==> src/rtl/spi_xcvr_pkg.sv <==
package spi_xcvr_pkg;

  localparam int BYTE_W = 8;

  typedef enum logic [1:0] {
    MODE_FAST  = 2'b00,
    MODE_MID   = 2'b01,
    MODE_SLOW  = 2'b10,
    MODE_SLAVE = 2'b11
  } mode_e;

  typedef struct packed {
    logic  src_full;
    mode_e mode;
    logic  enable;
    logic  msb_first;
    logic  sel_en;
    logic  wcol;
    logic  done;
  } ctrl_t;

  localparam logic [7:0] CTRL_RESET = 8'h60;

endpackage

==> src/rtl/spi_rate_gen.sv <==
module spi_rate_gen
  import spi_xcvr_pkg::*;
#(
  parameter int RATE_MID  = 4,
  parameter int RATE_SLOW = 16
) (
  input  logic  clk,
  input  logic  rst_n,
  input  logic  run,
  input  logic  src_full,
  input  mode_e mode,
  output logic  tick
);

  localparam int CW = $clog2(2 * RATE_SLOW) + 1;

  logic [CW-1:0] base;
  logic [CW-1:0] half;
  logic [CW-1:0] cnt_q;
  logic [CW-1:0] cnt_d;

  always_comb begin
    case (mode)
      MODE_FAST: base = CW'(1);
      MODE_MID:  base = CW'(RATE_MID);
      default:   base = CW'(RATE_SLOW);
    endcase
    half = src_full ? base : (base << 1);
  end

  assign tick = run && (cnt_q == (half - CW'(1)));

  always_comb begin
    if (!run || tick) cnt_d = '0;
    else              cnt_d = cnt_q + CW'(1);
  end

  always_ff @(posedge clk or negedge rst_n) begin
    if (!rst_n) cnt_q <= '0;
    else        cnt_q <= cnt_d;
  end

endmodule

==> src/rtl/spi_sync_edge.sv <==
module spi_sync_edge #(
  parameter int STAGES = 2
) (
  input  logic clk,
  input  logic rst_n,
  input  logic sck_i,
  input  logic ss_n_i,
  input  logic sdi_i,
  output logic sck_rise,
  output logic sck_fall,
  output logic ss_n_s,
  output logic sdi_s
);

  localparam int NSIG = 3;
  localparam logic [NSIG-1:0] RST_VAL = 3'b010;

  logic [NSIG-1:0] raw;
  logic [NSIG-1:0] synced;
  logic            sck_prev_q;

  assign raw = {sdi_i, ss_n_i, sck_i};

  for (genvar g = 0; g < NSIG; g++) begin : g_chain
    logic [STAGES-1:0] sh_q;
    always_ff @(posedge clk or negedge rst_n) begin
      if (!rst_n) sh_q <= {STAGES{RST_VAL[g]}};
      else        sh_q <= {sh_q[STAGES-2:0], raw[g]};
    end
    assign synced[g] = sh_q[STAGES-1];
  end

  always_ff @(posedge clk or negedge rst_n) begin
    if (!rst_n) sck_prev_q <= 1'b0;
    else        sck_prev_q <= synced[0];
  end

  assign sck_rise = synced[0] && !sck_prev_q;
  assign sck_fall = !synced[0] && sck_prev_q;
  assign ss_n_s   = synced[1];
  assign sdi_s    = synced[2];

endmodule

==> src/rtl/spi_shift.sv <==
module spi_shift #(
  parameter int DATA_W = 8
) (
  input  logic              clk,
  input  logic              rst_n,
  input  logic              clr,
  input  logic              load,
  input  logic [DATA_W-1:0] load_val,
  input  logic              msb_first,
  input  logic              sample_en,
  input  logic              shift_en,
  input  logic              sdi_bit,
  output logic              tx_bit,
  output logic              last,
  output logic [DATA_W-1:0] rx_word
);

  localparam int CW = $clog2(DATA_W);

  logic [DATA_W-1:0] sr_q, sr_d, sr_shift;
  logic              samp_q, samp_d;
  logic [CW-1:0]     cnt_q, cnt_d;

  assign sr_shift = msb_first ? {sr_q[DATA_W-2:0], samp_q}
                              : {samp_q, sr_q[DATA_W-1:1]};
  assign tx_bit   = msb_first ? sr_q[DATA_W-1] : sr_q[0];
  assign last     = (cnt_q == CW'(DATA_W - 1));
  assign rx_word  = sr_shift;

  always_comb begin
    sr_d   = sr_q;
    samp_d = samp_q;
    cnt_d  = cnt_q;
    if (load)          sr_d = load_val;
    else if (shift_en) sr_d = sr_shift;
    if (sample_en)     samp_d = sdi_bit;
    if (clr || load)   cnt_d = '0;
    else if (shift_en) cnt_d = last ? '0 : cnt_q + CW'(1);
  end

  always_ff @(posedge clk or negedge rst_n) begin
    if (!rst_n) begin
      sr_q   <= '0;
      samp_q <= 1'b0;
      cnt_q  <= '0;
    end else begin
      sr_q   <= sr_d;
      samp_q <= samp_d;
      cnt_q  <= cnt_d;
    end
  end

endmodule

==> src/rtl/spi_xcvr.sv <==
module spi_xcvr
  import spi_xcvr_pkg::*;
#(
  parameter int RATE_MID    = 4,
  parameter int RATE_SLOW   = 16,
  parameter int SYNC_STAGES = 2
) (
  input  logic              clk,
  input  logic              rst_n,
  input  logic              reg_wr,
  input  logic              reg_addr,
  input  logic [BYTE_W-1:0] reg_wdata,
  output logic [BYTE_W-1:0] reg_rdata,
  input  logic              sck_i,
  output logic              sck_o,
  output logic              sck_oe,
  input  logic              sdi_i,
  output logic              sdo_o,
  output logic              sdo_oe,
  input  logic              ss_n_i,
  output logic              ss_n_o,
  output logic              ss_n_oe,
  output logic              irq
);

  ctrl_t             ctrl_q, ctrl_d;
  logic [BYTE_W-1:0] dat_q, dat_d;
  logic              busy_q, busy_d;
  logic              sck_q, sck_d;

  logic is_master, en;
  logic wr_ctrl, wr_data, collide, load, start_m;
  logic tick, rise_m, fall_m;
  logic s_rise, s_fall, ss_n_s, sdi_s, s_act, rise_s, fall_s;
  logic sample_en, shift_en, sdi_bit, tx_bit, last, done;
  logic [BYTE_W-1:0] rx_word;

  assign en        = ctrl_q.enable;
  assign is_master = (ctrl_q.mode != MODE_SLAVE);
  assign wr_ctrl   = reg_wr && !reg_addr;
  assign wr_data   = reg_wr && reg_addr;
  assign collide   = wr_data && busy_q;
  assign load      = wr_data && !busy_q;
  assign start_m   = load && en && is_master;

  spi_rate_gen #(
    .RATE_MID  (RATE_MID),
    .RATE_SLOW (RATE_SLOW)
  ) u_rate (
    .clk      (clk),
    .rst_n    (rst_n),
    .run      (busy_q && en && is_master),
    .src_full (ctrl_q.src_full),
    .mode     (ctrl_q.mode),
    .tick     (tick)
  );

  assign rise_m = tick && !sck_q;
  assign fall_m = tick && sck_q;

  spi_sync_edge #(
    .STAGES (SYNC_STAGES)
  ) u_sync (
    .clk      (clk),
    .rst_n    (rst_n),
    .sck_i    (sck_i),
    .ss_n_i   (ss_n_i),
    .sdi_i    (sdi_i),
    .sck_rise (s_rise),
    .sck_fall (s_fall),
    .ss_n_s   (ss_n_s),
    .sdi_s    (sdi_s)
  );

  assign s_act  = en && !is_master && (!ctrl_q.sel_en || !ss_n_s);
  assign rise_s = s_rise && s_act;
  assign fall_s = s_fall && s_act;

  assign sample_en = is_master ? rise_m : rise_s;
  assign shift_en  = is_master ? fall_m : fall_s;
  assign sdi_bit   = is_master ? sdi_i  : sdi_s;

  spi_shift #(
    .DATA_W (BYTE_W)
  ) u_shift (
    .clk       (clk),
    .rst_n     (rst_n),
    .clr       (!en),
    .load      (load),
    .load_val  (reg_wdata),
    .msb_first (ctrl_q.msb_first),
    .sample_en (sample_en),
    .shift_en  (shift_en),
    .sdi_bit   (sdi_bit),
    .tx_bit    (tx_bit),
    .last      (last),
    .rx_word   (rx_word)
  );

  assign done = shift_en && last;

  // Busy and serial-clock next state
  always_comb begin
    busy_d = busy_q;
    if (!en)                          busy_d = 1'b0;
    else if (done)                    busy_d = 1'b0;
    else if (start_m)                 busy_d = 1'b1;
    else if (!is_master && rise_s)    busy_d = 1'b1;

    if (!busy_d)   sck_d = 1'b0;
    else if (tick) sck_d = !sck_q;
    else           sck_d = sck_q;
  end

  // Control register next state; hardware sets win over software clears
  always_comb begin
    ctrl_d = ctrl_q;
    if (wr_ctrl) begin
      ctrl_d.src_full  = reg_wdata[7];
      ctrl_d.mode      = mode_e'(reg_wdata[6:5]);
      ctrl_d.enable    = reg_wdata[4];
      ctrl_d.msb_first = reg_wdata[3];
      ctrl_d.sel_en    = reg_wdata[2];
      ctrl_d.wcol      = ctrl_q.wcol && reg_wdata[1];
      ctrl_d.done      = ctrl_q.done && reg_wdata[0];
    end
    if (collide) ctrl_d.wcol = 1'b1;
    if (done)    ctrl_d.done = 1'b1;
  end

  always_comb begin
    dat_d = dat_q;
    if (load)      dat_d = reg_wdata;
    else if (done) dat_d = rx_word;
  end

  always_ff @(posedge clk or negedge rst_n) begin
    if (!rst_n) begin
      ctrl_q <= ctrl_t'(CTRL_RESET);
      busy_q <= 1'b0;
      sck_q  <= 1'b0;
    end else begin
      ctrl_q <= ctrl_d;
      busy_q <= busy_d;
      sck_q  <= sck_d;
    end
  end

  // Data register keeps its value through reset
  always_ff @(posedge clk) begin
    dat_q <= dat_d;
  end

  assign reg_rdata = reg_addr ? dat_q : ctrl_q;

  assign sck_o   = sck_q;
  assign sck_oe  = en && is_master;
  assign sdo_o   = is_master ? (busy_q && tx_bit) : tx_bit;
  assign sdo_oe  = en;
  assign ss_n_o  = 1'b0;
  assign ss_n_oe = en && is_master && ctrl_q.sel_en;
  assign irq     = ctrl_q.done;

endmodule

==> config.mk <==
export PLATFORM = sky130hd
export DESIGN_NAME = spi_xcvr
export DESIGN_NICKNAME = d
export VERILOG_FILES = /design/src/rtl/spi_xcvr_pkg.sv /design/src/rtl/spi_rate_gen.sv /design/src/rtl/spi_sync_edge.sv /design/src/rtl/spi_shift.sv /design/src/rtl/spi_xcvr.sv
export SDC_FILE = /design/constraint.sdc
export NUM_CORES = 1
export LEC_CHECK = 0
export BUFFER_PORTS_ARGS = -buffer_cell sky130_fd_sc_hd__buf_2
export CAP_MARGIN = 25
export CORE_ASPECT_RATIO = 1.75
export CORE_UTILIZATION = 51
export CTS_CLUSTER_SIZE = 20
export DETAILED_ROUTE_END_ITERATION = 8
export GPL_TIMING_DRIVEN = 1
export PLACE_DENSITY = 0.74
export SYNTH_ARGS = -nofsm -noshare
export SYNTH_HDL_FRONTEND = slang
export SYNTH_SLANG_ARGS = --single-unit
==> constraint.sdc <==
create_clock -name clk -period 2.42 [get_ports clk]
set_input_delay 0 -clock clk [delete_from_list [all_inputs] [get_ports clk]]
set_output_delay 0 -clock clk [all_outputs]
set_load 0.01 [all_outputs]
==> results of run 1 <==
-- kinds of logic (layout without fill, tap and decap cells) --
kind of cell    Yosys count  after routing  share of synthesized area
simple gates             54             54                      0.127
other cells               1              1                    0.00179
mux                      35             35                      0.182
compound gates           29             29                     0.0938
xor+xnor                  5              5                     0.0209
flops                    43             43                      0.535
fa+ha+maj                 3              3                     0.0179
buf+inv                   9             54                     0.0215
-- what timing repair did --
action	CTS	global route
setup endpoints to repair	0	0
hold endpoints to repair	41	0
hold buffers	11	0
buffers inserted	0	0
-- through the flow --
stage | utilization | hold WS, ns | std cells | power, mW
after detailed placement | 0.588 | 0.109 | 253 | 1.44
after CTS | 0.646 | 0.0587 | 272 | 2.03
final | 0.646 | 0.0636 | 272 | 2.02
after global placement | 0.588 | 0.107 | 253 | 1.41
after global routing | 0.646 | 0.0990 | 272 | 2.11
after floorplan | - | -0.296 | 179 | 1.28
-- power breakdown --
group / switching, mW / leakage [nW] / total (mW) / internal [mW]
logic: 0.212 / 0.554 / 0.448 / 0.237
registers: 0.116 / 0.503 / 0.997 / 0.881
clock network: 0.240 / 0.0612 / 0.574 / 0.334
total: 0.567 / 1.12 / 2.02 / 1.45
-- flip-flops by register name, indices dropped and copies added (netlist names), 3 cells and up --
register,count
ctrl_q,6
dat_q,8
u_rate.cnt_q,6
u_shift.cnt_q,3
u_shift.sr_q,8
u_sync.g_chain.sh_q,6
-- cells in the final DEF (no fill, tap or decap), types with 3 or more instances in the layout --
| master | Yosys | routed |
|---|---|---|
| mux2i_1 | 11 | 11 |
| dlygate4sd3_1 | 0 | 11 |
| nand3_1 | 3 | 3 |
| and3_1 | 4 | 4 |
| and2_1 | 3 | 3 |
| nand2_1 | 13 | 13 |
| xnor2_1 | 3 | 3 |
| dfstp_2 | 4 | 4 |
| edfxtp_1 | 8 | 8 |
| clkbuf_8 | 0 | 6 |
| o21ai_0 | 7 | 6 |
| ha_1 | 3 | 3 |
| buf_2 | 0 | 28 |
| dfrtp_1 | 31 | 31 |
| nor2_1 | 19 | 19 |
| buf_4 | 1 | 5 |
| mux2_2 | 23 | 23 |
| a21oi_1 | 11 | 11 |
-- metal layers --
| metal | share of wire | routed length (um) | vias up |
|---|---|---|---|
| met5 | 0 | 0 | - |
| met4 | 0.036 | 166 | 0 |
| met2 | 0.53 | 2430 | 46 |
| li1 | - | - | 720 |
| met1 | 0.40 | 1830 | 746 |
| met3 | 0.038 | 173 | 13 |
-- worst max-delay path: cells and delay by family, from the launching register on --
family | cells | cell delay [ns]
compound gates | 3 | 0.92
flops | 1 | 0.58
mux | 1 | 0.38
simple gates | 1 | 0.20
-- cell type report --
type	instances	share of cell area
multi-input cells	127	0.368
clock inverters	2	0.0139
flip-flops and latches	43	0.444
well taps	48	0.0238
inverters	2	0.00298
clock buffers	6	0.0327
repair buffers	44	0.114
-- worst min-delay path by stage --
| stage | slack, ns | to | start | cells after the start |
|---|---|---|---|---|
| 2_1_floorplan | -0.30 | busy_q | rst_n | 0 |
| 3_3_place_gp | 0.11 | u_sync.g_chain[2].sh_q[1] | rst_n | 1 |
| 3_5_place_dp | 0.11 | u_sync.g_chain[0].sh_q[0] | sck_i | 1 |
| 4_1_cts | 0.06 | ctrl_q[1] | reg_wr | 3 |
| 5_1_grt | 0.1 | ctrl_q[1] | reg_wr | 3 |
| 6_report | 0.06 | ctrl_q[1] | reg_wr | 3 |
==> run metrics, run 1 <==
total wire length 4600 um; reg2reg end u_shift.sr_q[0]; Slew @ Worst Pin 0.777 ns; Initial Util 0.537; ys async rst share 0.814; # DRC 0; count of port buffers added during placement 28; Reg area 1120 um^2; Achievable Freq 455 MHz; #FFs+latches synth 43; vias in the first global route 1623; status finished clean; Post-Synthesis Cells 179; maximum buffer depth of the clock tree 2; Worst Skew 0.00832 ns; Num CTS Buffers 5; Post-DP Area 2290 um^2; Wirelength per Cell 16.9 um; Max H-tree Level 2; synth warn 0; crit path capture type flop; Max-Cap Viols 0; Critical path destination u_shift.sr_q[0]; EDFF count, synth 8; fin area 2520 um^2; die area 4380 um^2; DRT Pass-1 Iters 4; Fill cells 311; setup total negative slack 0 ns; max-slew violations 0; met2 Use GR 0.405; commonest cells in the netlist dfrtp_1 (31), mux2_2 (23), nor2_1 (19); RSZ-0062 raised after global routing no; Syn Area/Cell 11.7 um^2; die width 50.4 um; Final ANT Viol Nets 0; syn_nets 197; Synth Cell Area 2090 um^2; routed vias 1525; Worst Hold Class in -> reg; most frequent cell after synthesis dfrtp_1; post-synth top area share 0.370; fin crit share 0.908; CTS tree built; Tmin final 2.20 ns; cell taking the most area after synthesis dfrtp_1; largest net degree at the start of global routing 36; Pwr Density 800 nW/um^2; n_diodes 0; die span in y 86.8 um; maximum vdd ir drop 0.762 mV; via density per instance 5.61; GPL Wtd Cong 0.821; hpwl dp 3260 um; GRT overflow 0; Hold Vio Cnt, Final 0; r2r setup slk 0.22 ns; met3 Use GR 0.0456; layout cell share with drive strength beyond 1 0.321; worst r2r path cells 5; footprint of the multi-input gates 928 um^2; Final WS setup 0.222 ns; Required @ worst endpoint 2.61 ns; worst setup path start ctrl_q[5]; row count 30; critical path's slowest cell dfstp_2; worst skew pair latency 0.30 ns; core area 3900 um^2; WP data arrival 2.38 ns; Overall Global Routing Usage 0.235; Clock transition at path regs 0.08 ns; Crit Path Class reg -> reg; post-cts sizing count 0; busiest grt layer met2; CP peak stage delay 0.58 ns; Area Overhead vs Synth 20.4%; Leak Pwr 1.12 nW; global-route wire length before repair 7490 um; RR Startpoint ctrl_q[5]; antenna violations before repair 0; worst-path fanout max 8; CP Cell Sequence nor4b_2 > o211ai_1 > a221o_2 > o211ai_4 > mux2_2; Synth cell types 40; IO Pins 30; fin nets 241; Rel. slew slack 0.482; met1 Usage GRT 0.266; clk root buf clkbuf_8; initial DRC count 43; crit start category flop; Synth Flop Type dfrtp_1; register area share after synthesis 0.535; clk sink count 43; final setup fails 0; Synth area leaders dfrtp_1 (37%), mux2_2 (12%), edfxtp_1 (11%); pre-CTS setup slack 0.245 ns
No activity file was read; power rests on OpenSTA's default activity.
==> run 2: changes to the inputs <==
--- a/config.mk
+++ b/config.mk
@@ -11,8 +11,9 @@
 export CORE_UTILIZATION = 51
 export CTS_CLUSTER_SIZE = 20
 export DETAILED_ROUTE_END_ITERATION = 8
-export GPL_TIMING_DRIVEN = 1
-export PLACE_DENSITY = 0.74
+export GPL_TIMING_DRIVEN = 0
+export PLACE_DENSITY_LB_ADDON = 0.08
+export SLEW_MARGIN = 40
 export SYNTH_ARGS = -nofsm -noshare
 export SYNTH_HDL_FRONTEND = slang
 export SYNTH_SLANG_ARGS = --single-unit
==> run 2 against run 1 <==
  * Clock skew shrank 0.0013 ns
  * Critical path type unchanged
  * Cell count increased by 2.2%
  * Final area rose by 0.94%
  * Sequential power down 0.9%
  * Critical path depth grew 1
  * Critical endpoint is now u_shift.samp_q
==> run metrics, run 2 (same netlist as run 1, synthesis figures left out) <==
status finished clean; layout cell share with drive strength beyond 1 0.317; total wire length 4620 um; fin nets 247; reg2reg end u_shift.samp_q; routed vias 1528; worst r2r path cells 6; setup total negative slack 0 ns; Hold Path End ctrl_q[1]; Pwr Density 742 nW/um^2; worst-path fanout max 7; Post-Route Utilization 0.652; Hold Startpoint reg_wr; hpwl dp 3210 um; Overall Global Routing Usage 0.245; RR Startpoint ctrl_q[5]; vias in the first global route 1663; Largest regs dat_q: 8 flops, u_shift.sr_q: 8 flops; worst skew pair latency 0.29 ns; global-route wire length before repair 7860 um; Area Overhead vs Synth 21.6%; Tmin final 2.33 ns; Crit Path Class reg -> reg; maximum buffer depth of the clock tree 2; Wirelength per Cell 16.6 um; worst setup path start ctrl_q[5]; WP data arrival 2.51 ns; Achievable Freq 429 MHz; GPL Wtd Cong 0.786; count of port buffers added during placement 28; Max H-tree Level 2; Final Hold Slack 0.0434 ns; final setup fails 0; clk root buf clkbuf_8; Final ANT Viol Nets 0; Worst Hold Class in -> reg; Clock transition at path regs 0.08 ns; Hold Vio Cnt, Final 0; # DRC 0; most frequent cells in the layout dfrtp_1 (31), buf_2 (27), mux2_2 (23), nor2_1 (19), nand2_1 (13); Slew @ Worst Pin 0.613 ns; via density per instance 5.50; hold depth 3; Required @ worst endpoint 2.60 ns; Leak Pwr 1.12 nW; die span in y 86.8 um; most common cell after layout, fill and taps aside dfrtp_1; DRT Pass-1 Iters 4; initial DRC count 40; Initial Util 0.537; fin crit share 0.964; Worst Skew 0.00707 ns; die width 50.4 um; crit path capture type flop; r2r setup slk 0.09 ns; Num CTS Buffers 5; crit start category flop; Rel. slew slack 0.591; GRT overflow 0; largest net degree at the start of global routing 36; CTS tree built; n_diodes 0; IO Pins 30; die area 4380 um^2; Max-Cap Viols 0; clk sink count 43; Fill cells 326; row count 30; core area 3900 um^2; antenna violations before repair 0; maximum vdd ir drop 0.575 mV; max-slew violations 0
==> run 2: cell types whose count changed in the layout (fill, tap and decap cells not counted), sizes merged <==
cell    before  now
buf         33   36
clkbuf       6   10
bufinv       1    0
==> run 2: per-stage QoR <==
step           power (mW)  std cells  setup WS [ns]  instance area (um^2)
2_1_floorplan        1.28        179         0.0744                  2090
3_3_place_gp         1.41        255         -0.260                  2290
3_5_place_dp         1.44        255         -0.373                  2290
4_1_cts              1.89        276         0.0292                  2510
5_1_grt              2.00        278        -0.0157                  2550
6_report             1.89        278         0.0880                  2550
==> run 2: final cells by class <==
type / count / area, um^2 / share of cell area
buffer: 7 / 37.5 / 0.0147
clock buffer: 7 / 76.3 / 0.0300
clock inverter: 1 / 5.00 / 0.00197
inverter: 2 / 7.51 / 0.00295
multi-input combinational: 127 / 956 / 0.375
sequential: 43 / 1120 / 0.440
tap: 48 / 60.1 / 0.0236
timing repair buffer: 43 / 283 / 0.111
==> run 2: timing repair <==
| item | 4_1_cts | 5_1_grt |
|---|---|---|
| setup buffers | 2 | 2 |
| endpoints found under the setup margin | 8 | 8 |
| hold buffers | 11 | 0 |
| resized for setup | 2 | 3 |
| pin swaps | 1 | 1 |
| gates cloned | 0 | 0 |
| endpoints found under the hold margin | 41 | 0 |
==> run 2: routing by layer <==
| metal | wire length (um) | track usage |
|---|---|---|
| met1 | 1890 | 0.295 |
| met2 | 2510 | 0.416 |
| met3 | 117 | 0.0456 |
| met4 | 112 | 0.119 |
| met5 | 0 | 0 |
==> run 2: how the worst max path moves through the flow <==
stage                                 to  slack [ns]  depth (start not counted)
final                     u_shift.samp_q        0.09                          6
after global routing      u_shift.samp_q       -0.02                          6
after CTS                       dat_q[3]        0.03                          6
after detailed placement        dat_q[5]       -0.37                          5
after global placement          dat_q[5]       -0.26                          5
after floorplan                 dat_q[0]        0.07                          5
==> run 2: critical path, stage by stage, from the launching register on <==
cell and delay, ns:
dfstp_2 0.61, nor4b_4 0.22, o211ai_1 0.14, a221o_2 0.48
buf_4 0.16, o31ai_1 0.24, mux2_2 0.36
==> run 2: power by group <==
| part | total [mW] | switching, mW | internal, mW |
|---|---|---|---|
| combinational | 0.470 | 0.223 | 0.248 |
| sequential | 0.988 | 0.107 | 0.881 |
| clock | 0.430 | 0.228 | 0.202 |
| total | 1.89 | 0.557 | 1.33 |
==> run 3: changes to the inputs <==
--- a/config.mk
+++ b/config.mk
@@ -13,7 +13,7 @@
 export DETAILED_ROUTE_END_ITERATION = 8
 export GPL_TIMING_DRIVEN = 0
 export PLACE_DENSITY_LB_ADDON = 0.08
-export SLEW_MARGIN = 40
+export SETUP_SLACK_MARGIN = 0.1
 export SYNTH_ARGS = -nofsm -noshare
 export SYNTH_HDL_FRONTEND = slang
 export SYNTH_SLANG_ARGS = --single-unit
==> run 3 against run 2 <==
  * Sequential share of layout area decreased by 0.43 points
  * Worst setup slack improved by 0.066 ns
  * Die area unchanged
  * Final area increased by 0.98%
  * Largest cell class unchanged
  * Largest power group unchanged
==> run metrics, run 3 (same netlist as run 1, synthesis figures left out) <==
core area 3900 um^2; maximum buffer depth of the clock tree 2; worst-path fanout max 8; status finished clean; Largest regs dat_q: 8 flops, u_shift.sr_q: 8 flops; fin nets 249; fin area 2570 um^2; Achievable Freq 441 MHz; CTS tree built; via density per instance 5.52; critical path's slowest cell dfstp_2; Crit Path Class reg -> reg; Comb power frac 0.250; Rel. slew slack 0.479; row count 30; most frequent cells in the layout dfrtp_1 (31), buf_2 (28), mux2_2 (23), nor2_1 (19), nand2_1 (13); Psw 0.557 mW; Slew @ Worst Pin 0.782 ns; routed vias 1545; vias in the first global route 1635; hold depth 3; Required @ worst endpoint 2.60 ns; setup total negative slack 0 ns; Num CTS Buffers 5; # DRC 0; Max-Cap Viols 0; Wirelength per Cell 16.5 um; worst skew pair latency 0.29 ns; antenna violations before repair 0; WP data arrival 2.45 ns; count of port buffers added during placement 28; Hold Path End ctrl_q[1]; RR Startpoint ctrl_q[5]; Clk pwr share 0.227; crit path capture type flop; clk sink count 43; DRT Pass-1 Iters 4; CP peak stage delay 0.61 ns; reg2reg end u_shift.sr_q[3]; GPL Wtd Cong 0.767; crit start category flop; Hold Startpoint reg_wr; r2r setup slk 0.15 ns; CP Cell Sequence nor4b_4 > o211ai_1 > a221o_2 > o211ai_4 > mux2_2; Clock transition at path regs 0.08 ns; Final Hold Slack 0.0571 ns; Seq pwr share 0.524; most common cell after layout, fill and taps aside dfrtp_1; n_diodes 0; pre-CTS setup slack -0.114 ns; die span in y 86.8 um; Worst Skew 0.00708 ns; Fill cells 321; Initial Util 0.537; die width 50.4 um; RSZ-0062 raised after global routing no; switching power share of the total 0.295; clk root buf clkbuf_8; Hold Vio Cnt, Final 0; fin crit share 0.936; global-route wire length before repair 7640 um; Worst Hold Class in -> reg; max-slew violations 0; total wire length 4610 um; GRT overflow 0; die area 4380 um^2; Final ANT Viol Nets 0; initial DRC count 54; Final WS setup 0.154 ns; worst r2r path cells 5; Overall Global Routing Usage 0.237; Pwr Density 734 nW/um^2; final setup fails 0; Area Overhead vs Synth 22.8%; Post-Route Utilization 0.659; layout cell share with drive strength beyond 1 0.323; Int Power 1.33 mW; largest net degree at the start of global routing 36; maximum vdd ir drop 0.681 mV; IO Pins 30; Post-DP Area 2300 um^2; Leak Pwr 1.13 nW; hpwl dp 3230 um; Max H-tree Level 2; worst setup path start ctrl_q[5]; Tmin final 2.27 ns
run 3: cell count changes in the layout (fill, tap and decap cells not counted):
cell | before | now
buf_12 | 0 | 1
buf_2 | 27 | 28
clkbuf_1 | 5 | 4
clkinv_1 | 0 | 1
run 3: power groups by stage:
stage / registers (mW) / clock network (mW) / logic, mW
2_1_floorplan: 0.958 / 0 / 0.325
3_3_place_gp: 0.993 / 0 / 0.420
3_5_place_dp: 1.00 / 0 / 0.438
4_1_cts: 0.989 / 0.445 / 0.464
5_1_grt: 1.01 / 0.470 / 0.519
6_report: 0.988 / 0.428 / 0.472
run 3: per-layer routing:
layer  global-route usage  wire length (um)  part of all wire  up-vias
li1                     -                 -                 -      740
met4               0.0808                63             0.014        0
met5                    0                 0                 0        -
met1                0.268              1830              0.40      766
met3               0.0439               146             0.032        6
met2                0.435              2570              0.56       33
run 3: worst max-delay path by stage:
stage,end,cells past startpoint
3_3_place_gp,dat_q[5],5
4_1_cts,dat_q[4],6
5_1_grt,u_shift.sr_q[2],5
3_5_place_dp,dat_q[6],5
6_report,u_shift.sr_q[3],5
2_1_floorplan,dat_q[0],5
run 3: stage by stage:
stage / total power, mW / cells
after floorplan: 1.28 / 179
after global placement: 1.41 / 255
after detailed placement: 1.44 / 255
after CTS: 1.90 / 276
after global routing: 2.00 / 280
final: 1.89 / 280
run 3: cell type report:
cell class | count | area (um^2) | share of cell area
Multi-Input combinational cell | 127 | 956 | 0.372
Clock inverter | 2 | 8.76 | 0.00341
Inverter | 2 | 7.51 | 0.00292
Sequential cell | 43 | 1120 | 0.436
Clock buffer | 6 | 72.6 | 0.0282
Timing Repair Buffer | 45 | 308 | 0.120
Buffer | 7 | 37.5 | 0.0146
Tap cell | 48 | 60.1 | 0.0234
run 3: worst max-delay path: cells and delay by family (launching register included):
| kind | cells | cell delay, ns |
|---|---|---|
| and+or+nand+nor | 1 | 0.22 |
| muxes | 1 | 0.38 |
| AOI/OAI and AO/OA | 3 | 0.93 |
| DFF | 1 | 0.61 |
run 3: repair_timing:
item                                    in CTS  in global routing
pin swaps                                    1                  5
resized for setup                            3                  1
endpoints found under the setup margin       8                 16
buffers inserted                             2                  4
hold buffers                                11                  0
endpoints found under the hold margin       41                  0
